<file path="src/rtl/acc4_pkg.sv">
package acc4_pkg;

  typedef enum logic [1:0] {ACC_KEEP, ACC_LOAD, ACC_ADD, ACC_SUB} acc_fn_e;

  typedef enum logic [1:0] {PH_F0, PH_F1, PH_EX} phase_e;

  typedef struct packed {
    logic    rd_opnd;  // read mem[{0,op}]
    logic    latch;    // capture read data
    logic    use_mem;  // source is latched byte, else operand
    acc_fn_e acc_fn;
    logic    st_en;
    logic    st_ind;   // store address from latched byte
    logic    ar_ld;
    logic    pc_lo;
    logic    pc_hi;
    logic    pc_jz;
    logic    last;
  } uword_t;

  // Control store contents: opcode bit 0 low selects the memory operand.
  function automatic uword_t ucode_entry(input logic [3:0] opc, input logic [1:0] stp);
    uword_t w;
    logic   memv;
    w    = '0;
    memv = ~opc[0];
    case (stp)
      2'd0: w.rd_opnd = memv;
      2'd1: w.latch   = memv;
      2'd2: begin
        w.use_mem = memv;
        case (opc[3:1])
          3'd0: w.acc_fn = ACC_LOAD;
          3'd1: w.acc_fn = ACC_ADD;
          3'd2: w.acc_fn = ACC_SUB;
          3'd3: begin w.st_en = 1'b1; w.st_ind = memv; w.use_mem = 1'b0; end
          3'd4: w.ar_ld = 1'b1;
          3'd5: w.pc_lo = 1'b1;
          3'd6: w.pc_hi = 1'b1;
          default: w.pc_jz = 1'b1;
        endcase
      end
      default: w.last = 1'b1;
    endcase
    return w;
  endfunction

endpackage

</file>
<file path="src/rtl/acc4_ucode.sv">
module acc4_ucode
  import acc4_pkg::*;
#(
  parameter int OPC_W  = 4,
  parameter int STEP_W = 2
) (
  input  logic [OPC_W+STEP_W-1:0] addr,
  output uword_t                  word
);
  localparam int DEPTH = 1 << (OPC_W + STEP_W);

  uword_t rom [DEPTH];

  for (genvar i = 0; i < DEPTH; i++) begin : g_rom
    localparam logic [OPC_W+STEP_W-1:0] IDX = i[OPC_W+STEP_W-1:0];
    assign rom[i] = ucode_entry(IDX[OPC_W+STEP_W-1 -: 4], IDX[1:0]);
  end

  assign word = rom[addr];
endmodule

</file>
<file path="src/rtl/acc4_ram.sv">
module acc4_ram #(
  parameter int AW = 8,
  parameter int DW = 8
) (
  input  logic          clk,
  input  logic          we,
  input  logic [AW-1:0] addr,
  input  logic [DW-1:0] wdata,
  output logic [DW-1:0] rdata
);
  localparam int DEPTH = 1 << AW;

  logic [DW-1:0] mem [DEPTH];

  always_ff @(posedge clk) begin
    if (we) mem[addr] <= wdata;
    rdata <= mem[addr];
  end
endmodule

</file>
<file path="src/rtl/acc4_nmi.sv">
module acc4_nmi (
  input  logic clk,
  input  logic rst,
  input  logic req,
  input  logic take,
  output logic pending
);
  logic s1, s2, s3, rise;

  assign rise = s2 & ~s3;

  always_ff @(posedge clk) begin
    if (rst) begin
      s1 <= 1'b0; s2 <= 1'b0; s3 <= 1'b0; pending <= 1'b0;
    end else begin
      s1 <= req; s2 <= s1; s3 <= s2;
      if (take) pending <= 1'b0;
      if (rise) pending <= 1'b1;
    end
  end

  AST_NMI_HELD: assert property (@(posedge clk) disable iff (rst)
    (pending && !take) |=> pending);
  AST_NMI_CLEARED: assert property (@(posedge clk) disable iff (rst)
    (take && !rise) |=> !pending);
endmodule

</file>
<file path="src/rtl/acc4_cpu.sv">
module acc4_cpu
  import acc4_pkg::*;
#(
  parameter int NIB  = 4,
  parameter int AW   = 8,
  parameter int STEPS = 4
) (
  input  logic          clk,
  input  logic          rst,
  input  logic          run,
  input  logic          ld_we,
  input  logic [AW-1:0] ld_addr,
  input  logic [2*NIB-1:0] ld_wdata,
  output logic [2*NIB-1:0] ld_rdata,
  input  logic          nmi_req,
  input  logic [AW-1:0] nmi_vec,
  output logic [NIB-1:0] acc_o,
  output logic          zero_o,
  output logic [AW-1:0] pc_o,
  output logic [AW-1:0] areg_o,
  output logic          retire
);
  localparam int WW     = 2 * NIB;
  localparam int STEP_W = $clog2(STEPS);
  localparam logic [STEP_W-1:0] LAST_STEP = STEP_W'(STEPS - 1);
  localparam logic [STEP_W-1:0] EXEC_STEP = STEP_W'(2);

  phase_e            phase;
  logic [STEP_W-1:0] step;
  logic [WW-1:0]     ir, mdr;
  logic [NIB-1:0]    acc_q, acc_nx;
  logic [AW-1:0]     pc_q, areg_q;
  logic              zero_q, retire_q;

  uword_t            cw;
  logic              in_ex, cpu_own, nmi_pend, nmi_take;
  logic [NIB-1:0]    opnd;
  logic [AW-1:0]     src8, st_addr;
  logic [NIB-1:0]    src4;
  logic              ram_we;
  logic [AW-1:0]     ram_addr;
  logic [WW-1:0]     ram_wdata, ram_rdata;

  assign opnd  = ir[NIB-1:0];
  assign in_ex = (phase == PH_EX);

  acc4_ucode #(.OPC_W(NIB), .STEP_W(STEP_W)) i_ucode (
    .addr({ir[WW-1:NIB], step}),
    .word(cw)
  );

  acc4_nmi i_nmi (
    .clk(clk), .rst(rst), .req(nmi_req), .take(nmi_take), .pending(nmi_pend)
  );

  assign nmi_take = in_ex && cw.last && nmi_pend;

  // Operand source
  assign src8    = cw.use_mem ? mdr : {{(AW-NIB){1'b0}}, opnd};
  assign src4    = src8[NIB-1:0];
  assign st_addr = cw.st_ind ? mdr : {{(AW-NIB){1'b0}}, opnd};

  always_comb begin
    acc_nx = acc_q;
    if (in_ex && step == EXEC_STEP) begin
      case (cw.acc_fn)
        ACC_LOAD: acc_nx = src4;
        ACC_ADD:  acc_nx = acc_q + src4;
        ACC_SUB:  acc_nx = acc_q - src4;
        default:  acc_nx = acc_q;
      endcase
    end
  end

  // RAM port sharing: the load port owns it only while parked
  assign cpu_own = !(phase == PH_F0 && !run);

  always_comb begin
    ram_we    = 1'b0;
    ram_addr  = ld_addr;
    ram_wdata = ld_wdata;
    if (!cpu_own) begin
      ram_we = ld_we;
    end else if (phase == PH_F0) begin
      ram_addr = pc_q;
    end else if (in_ex && cw.rd_opnd) begin
      ram_addr = {{(AW-NIB){1'b0}}, opnd};
    end else if (in_ex && cw.st_en) begin
      ram_we    = 1'b1;
      ram_addr  = st_addr;
      ram_wdata = {{(WW-NIB){1'b0}}, acc_q};
    end
  end

  acc4_ram #(.AW(AW), .DW(WW)) i_ram (
    .clk(clk), .we(ram_we), .addr(ram_addr), .wdata(ram_wdata), .rdata(ram_rdata)
  );

  // Sequencer and architectural state
  always_ff @(posedge clk) begin
    if (rst) begin
      phase    <= PH_F0;
      step     <= '0;
      ir       <= '0;
      mdr      <= '0;
      acc_q    <= '0;
      zero_q   <= 1'b1;
      pc_q     <= '0;
      areg_q   <= '0;
      retire_q <= 1'b0;
    end else begin
      retire_q <= 1'b0;
      acc_q    <= acc_nx;
      zero_q   <= (acc_nx == '0);
      case (phase)
        PH_F0: if (run) phase <= PH_F1;
        PH_F1: begin
          ir    <= ram_rdata;
          pc_q  <= pc_q + 1'b1;
          step  <= '0;
          phase <= PH_EX;
        end
        default: begin
          if (cw.latch) mdr <= ram_rdata;
          if (step == EXEC_STEP) begin
            if (cw.ar_ld) areg_q <= src8;
            if (cw.pc_lo) pc_q[NIB-1:0] <= src4;
            if (cw.pc_hi) pc_q[AW-1:AW-NIB] <= src4;
            if (cw.pc_jz && acc_q == '0) pc_q <= src8;
          end
          if (step == LAST_STEP) begin
            if (nmi_take) pc_q <= nmi_vec;
            retire_q <= 1'b1;
            phase    <= PH_F0;
          end else begin
            step <= step + 1'b1;
          end
        end
      endcase
    end
  end

  assign ld_rdata = ram_rdata;
  assign acc_o    = acc_q;
  assign zero_o   = zero_q;
  assign pc_o     = pc_q;
  assign areg_o   = areg_q;
  assign retire   = retire_q;

  AST_PARK_PC_HOLD: assert property (@(posedge clk) disable iff (rst)
    (phase == PH_F0 && !run) |=> $stable(pc_q));
  AST_RETIRE_GAP: assert property (@(posedge clk) disable iff (rst)
    retire_q |=> !retire_q);
  AST_ACC_QUIET: assert property (@(posedge clk) disable iff (rst)
    !(in_ex && step == EXEC_STEP) |=> $stable(acc_q));
  AST_ZERO_MATCH: assert property (@(posedge clk) disable iff (rst)
    zero_q == (acc_q == '0));
  AST_STORE_SLOT: assert property (@(posedge clk) disable iff (rst)
    (cpu_own && ram_we) |-> (in_ex && step == EXEC_STEP));
  AST_AREG_QUIET: assert property (@(posedge clk) disable iff (rst)
    !(in_ex && step == EXEC_STEP) |=> $stable(areg_q));
endmodule

</file>
<file path="config.mk">
export PLATFORM = sky130hd
export DESIGN_NAME = acc4_cpu
export DESIGN_NICKNAME = d
export VERILOG_FILES = /design/src/rtl/acc4_pkg.sv /design/src/rtl/acc4_ucode.sv /design/src/rtl/acc4_ram.sv /design/src/rtl/acc4_nmi.sv /design/src/rtl/acc4_cpu.sv
export SDC_FILE = /design/constraint.sdc
export NUM_CORES = 2
export LEC_CHECK = 0
export CAP_MARGIN = 15
export CORE_ASPECT_RATIO = 0.75
export CORE_MARGIN = 4
export CORE_UTILIZATION = 30
export CTS_CLUSTER_SIZE = 20
export DETAILED_ROUTE_END_ITERATION = 10
export GPL_TIMING_DRIVEN = 1
export PLACE_DENSITY_LB_ADDON = 0.12
export SLEW_MARGIN = 20
export SYNTH_ARGS = -nofsm -noshare
export SYNTH_HDL_FRONTEND = slang
export SYNTH_HIERARCHICAL = 1
export SYNTH_SLANG_ARGS = --single-unit
</file>
<file path="constraint.sdc">
create_clock -name clk -period 23.6 [get_ports clk]
set_input_delay 4.72 -clock clk [delete_from_list [all_inputs] [get_ports clk]]
set_output_delay 4.72 -clock clk [all_outputs]
set_load 0.05 [all_outputs]
</file>
==> impl_metrics.csv <==
group,metric,value,unit
finish,stdcell_area,93700,µm²
sta,max-slew-margin-rel,16.9,%
global_route,grt_pass1_vias,41000,
global_route,met1_usage,25.2,%
status,status,"completed",
clock_network,cts.clk_slew.worst_paths,0.06,ns
clock_network,cts_setup_buffers,0,
yosys,synth_largest_area_cell,"edfxtp_1",
floorplan,die_x,609,µm
finish,drive_above_1_share,24.0,%
worst_hold_path,min_path_cells,1,
clock_network,hold_buffers,0,
yosys,synthCells,3922,
floorplan,dieArea,280000,µm²
place,place.gp.congestion,0.776,
floorplan,io_pins,59,
routing,route.detailed.drc,0,
clock_network,root_buffer,"clkbuf_16",
sta,hold_viol,0,
routing,drt_wl_total,238000,µm
yosys,synth_seq_area_share,76.9,%
pwr,peakVddDrop,56.2,µV
clock_network,cts.path.max_buffers,4,
finish,post-route-util,34.7,%
place,post-place-ws,11.99,ns
global_route,grt_pass1_wl,332000,µm
sta,whs,0.459,ns
routing,wl_per_cell,30.3,µm
finish,fillers,25300,
setup_path,path_buf_inv,6,
run,drv_cap,0,
finish,nNetsFinal,4113,
clock_network,post_cts_resized,0,
yosys,avgSynthCellArea,20.7,µm²
routing,first_pass_iters,5,
finish,syn_to_final_growth,15.1,%
clock_network,cts.sinks,2102,
yosys,syn-num-nets,3959,
global_route,top_usage_layer,"met1",
clock_network,cts_buffers,213,
yosys,yosys.area.top_type_share,75.6,%
floorplan,die_h,459,µm
yosys,ys_ff_latch,2102,
yosys,synth_common_cells,"2048 x edfxtp_1, 512 x mux4_2, 266 x nor2_1, 260 x a22oi_1, 165 x clkbuf_1",
sta,finalCritPeriodShare,45.2,%
yosys,synth_cell_type_count,56,
clock_network,clock_latency,0.89,ns
sta,rsz0062_at_grt,"false",
place,dpl_cell_area,86800,µm²
yosys,syn-cell-area,81300,µm²
global_route,antenna_found_initial,22,
clock_network,cts_tree,"yes",
routing,vias_per_cell,5.15,
pwr,leakagePower,27.8,nW
sta,fin_ws,12.94,ns
yosys,synth_edf_count,2048,
yosys,synth_most_common_cell,"edfxtp_1",
setup_path,crit_path_cell_trace,"clkdlybuf4s50_1, o21ai_0, a21oi_1, nor2_1, a21oi_4, buf_4, buf_4, buf_12, buf_4, mux4_2, a22oi_1, a21oi_1, o41ai_1, buf_4, nand4_1",
place,numPortBuffers,58,
sta,max_freq,93.8,MHz
worst_hold_path,min-delay-path-class,"reg2reg",
setup_path,max_stage_delay,1.08,ns
sta,slew_viol_final,0,
global_route,grt_max_degree,177,
sta,setup_viol,0,
sta,tightest_slew,1.23,ns
pwr,p_per_area,91.4,nW/µm²
global_route,use_met3,3.68,%
routing,drtAntennaViolNets,0,
place,dp_hpwl,137000,µm
setup_path,cp.arrival,11.33,ns
yosys,synth_ff_type,"edfxtp_1",
setup_path,critical_path_class,"in2reg",
sta,tns,0,ns
clock_network,cts_htree_levels,4,
setup_path,crit_required,24.28,ns
floorplan,row_count,165,
yosys,async_reset_ff_share,0,%
sta,fin_skew,0.0633,ns
setup_path,cp-end-kind,"register",
setup_path,cp_num_cells,15,
floorplan,core_area,270000,µm²
routing,dr.first_iter.drc_count,4283,
setup_path,cpMaxStageDelayCell,"o41ai_1",
yosys,ys_warn_count,6,
global_route,grt_use_total,16.7,%
floorplan,initial_utilization,30.2,%
setup_path,critical_path.top_delay_family,"buffers and inverters",
setup_path,crit_top_cell,"buf_4",
routing,vias,40400,
global_route,gr-usage-met2,24.3,%
global_route,grt-ovfl-total,0,
sta,period_needed,10.66,ns
setup_path,worst-path-max-fanout,64,
setup_path,r2r_cells,18,
yosys,synth_area_leaders,"edfxtp_1 76%, mux4_2 14%, a22oi_1 2.4%",
setup_path,cp-start-kind,"primary input",
==> report_power, final <==
part / switching, mW / leakage, nW / internal [mW]
clock network: 1.44 / 3.32 / 1.94
registers: 0.0272 / 18.8 / 4.11
logic: 0.648 / 5.67 / 0.396
==> cell families after synthesis <==
logic type      synth area share, %
compound gates                 4.29
flops                          76.9
buf+inv                        1.52
mux                            14.3
fa+ha+maj                     0.132
xor+xnor                      0.129
simple gates                   2.65
==> routing by layer <==
metal | vias up | part of all wire [%]
met4 | 0 | 2.2
met1 | 22100 | 47
met5 | - | 0
met3 | 315 | 6.8
met2 | 1240 | 44
li1 | 16800 | -
==> flip-flops by register name, summed over array words and instances (netlist names) <==
name / flops
i_ram/mem: 2048
areg_o: 8
i_ram/rdata: 8
ir: 8
mdr: 8
pc_o: 8
acc_o: 4
phase: 2
step: 2
i_nmi/pending: 1
i_nmi/s1: 1
i_nmi/s2: 1
i_nmi/s3: 1
retire: 1
zero_o: 1
==> cell type report <==
class | count | area (µm²) | share of cell area [%]
inverter | 8 | 30.0 | 0.0321
clock buffer | 276 | 5670 | 6.05
sequential | 2102 | 62600 | 66.8
timing repair buffer | 198 | 1790 | 1.92
antenna | 8 | 20.0 | 0.0214
clock inverter | 109 | 1100 | 1.18
tap | 3590 | 4490 | 4.80
multi-input combinational | 1553 | 18000 | 19.2
==> stage by stage <==
step / cells / total power [mW]
after floorplan: 3922 / 4.88
final: 7844 / 8.56
after global placement: 7444 / 5.27
after global routing: 7837 / 8.88
after CTS: 7835 / 8.67
after detailed placement: 7450 / 5.28
==> placed cells by master, fill, tap and decap left out, types with 10 or more instances in the layout <==
cell type	netlist	final
a21oi_1	163	161
a22oi_1	260	260
buf_12	0	11
buf_4	16	125
bufinv_16	0	23
clkbuf_1	165	55
clkbuf_16	0	215
clkdlybuf4s50_1	0	58
clkinv_1	0	38
clkinv_2	0	39
dfxtp_1	54	54
edfxtp_1	2048	2048
mux4_2	512	512
nand2_1	88	82
nand3_1	28	20
nand4_1	12	12
nor2_1	266	258
nor2b_1	20	12
nor3_1	37	27
nor3_2	1	10
o21ai_0	17	17
o41ai_1	33	17
o41ai_2	0	14
==> path summary, 6_finish.rpt <==
kind,startpoint,to,slack (ns)
hold / removal,i_nmi/s1$_SDFF_PP0_,i_nmi/s2$_SDFF_PP0_,0.46
hold reg to reg,i_nmi/s1$_SDFF_PP0_,i_nmi/s2$_SDFF_PP0_,0.46
setup reg to reg,step[1]$_SDFFE_PP0P_,i_ram/rdata[0]$_DFF_P_,15.23
setup / recovery,ld_addr[0],i_ram/rdata[0]$_DFF_P_,12.94
Note: power is estimated with default switching activity, not from simulation.
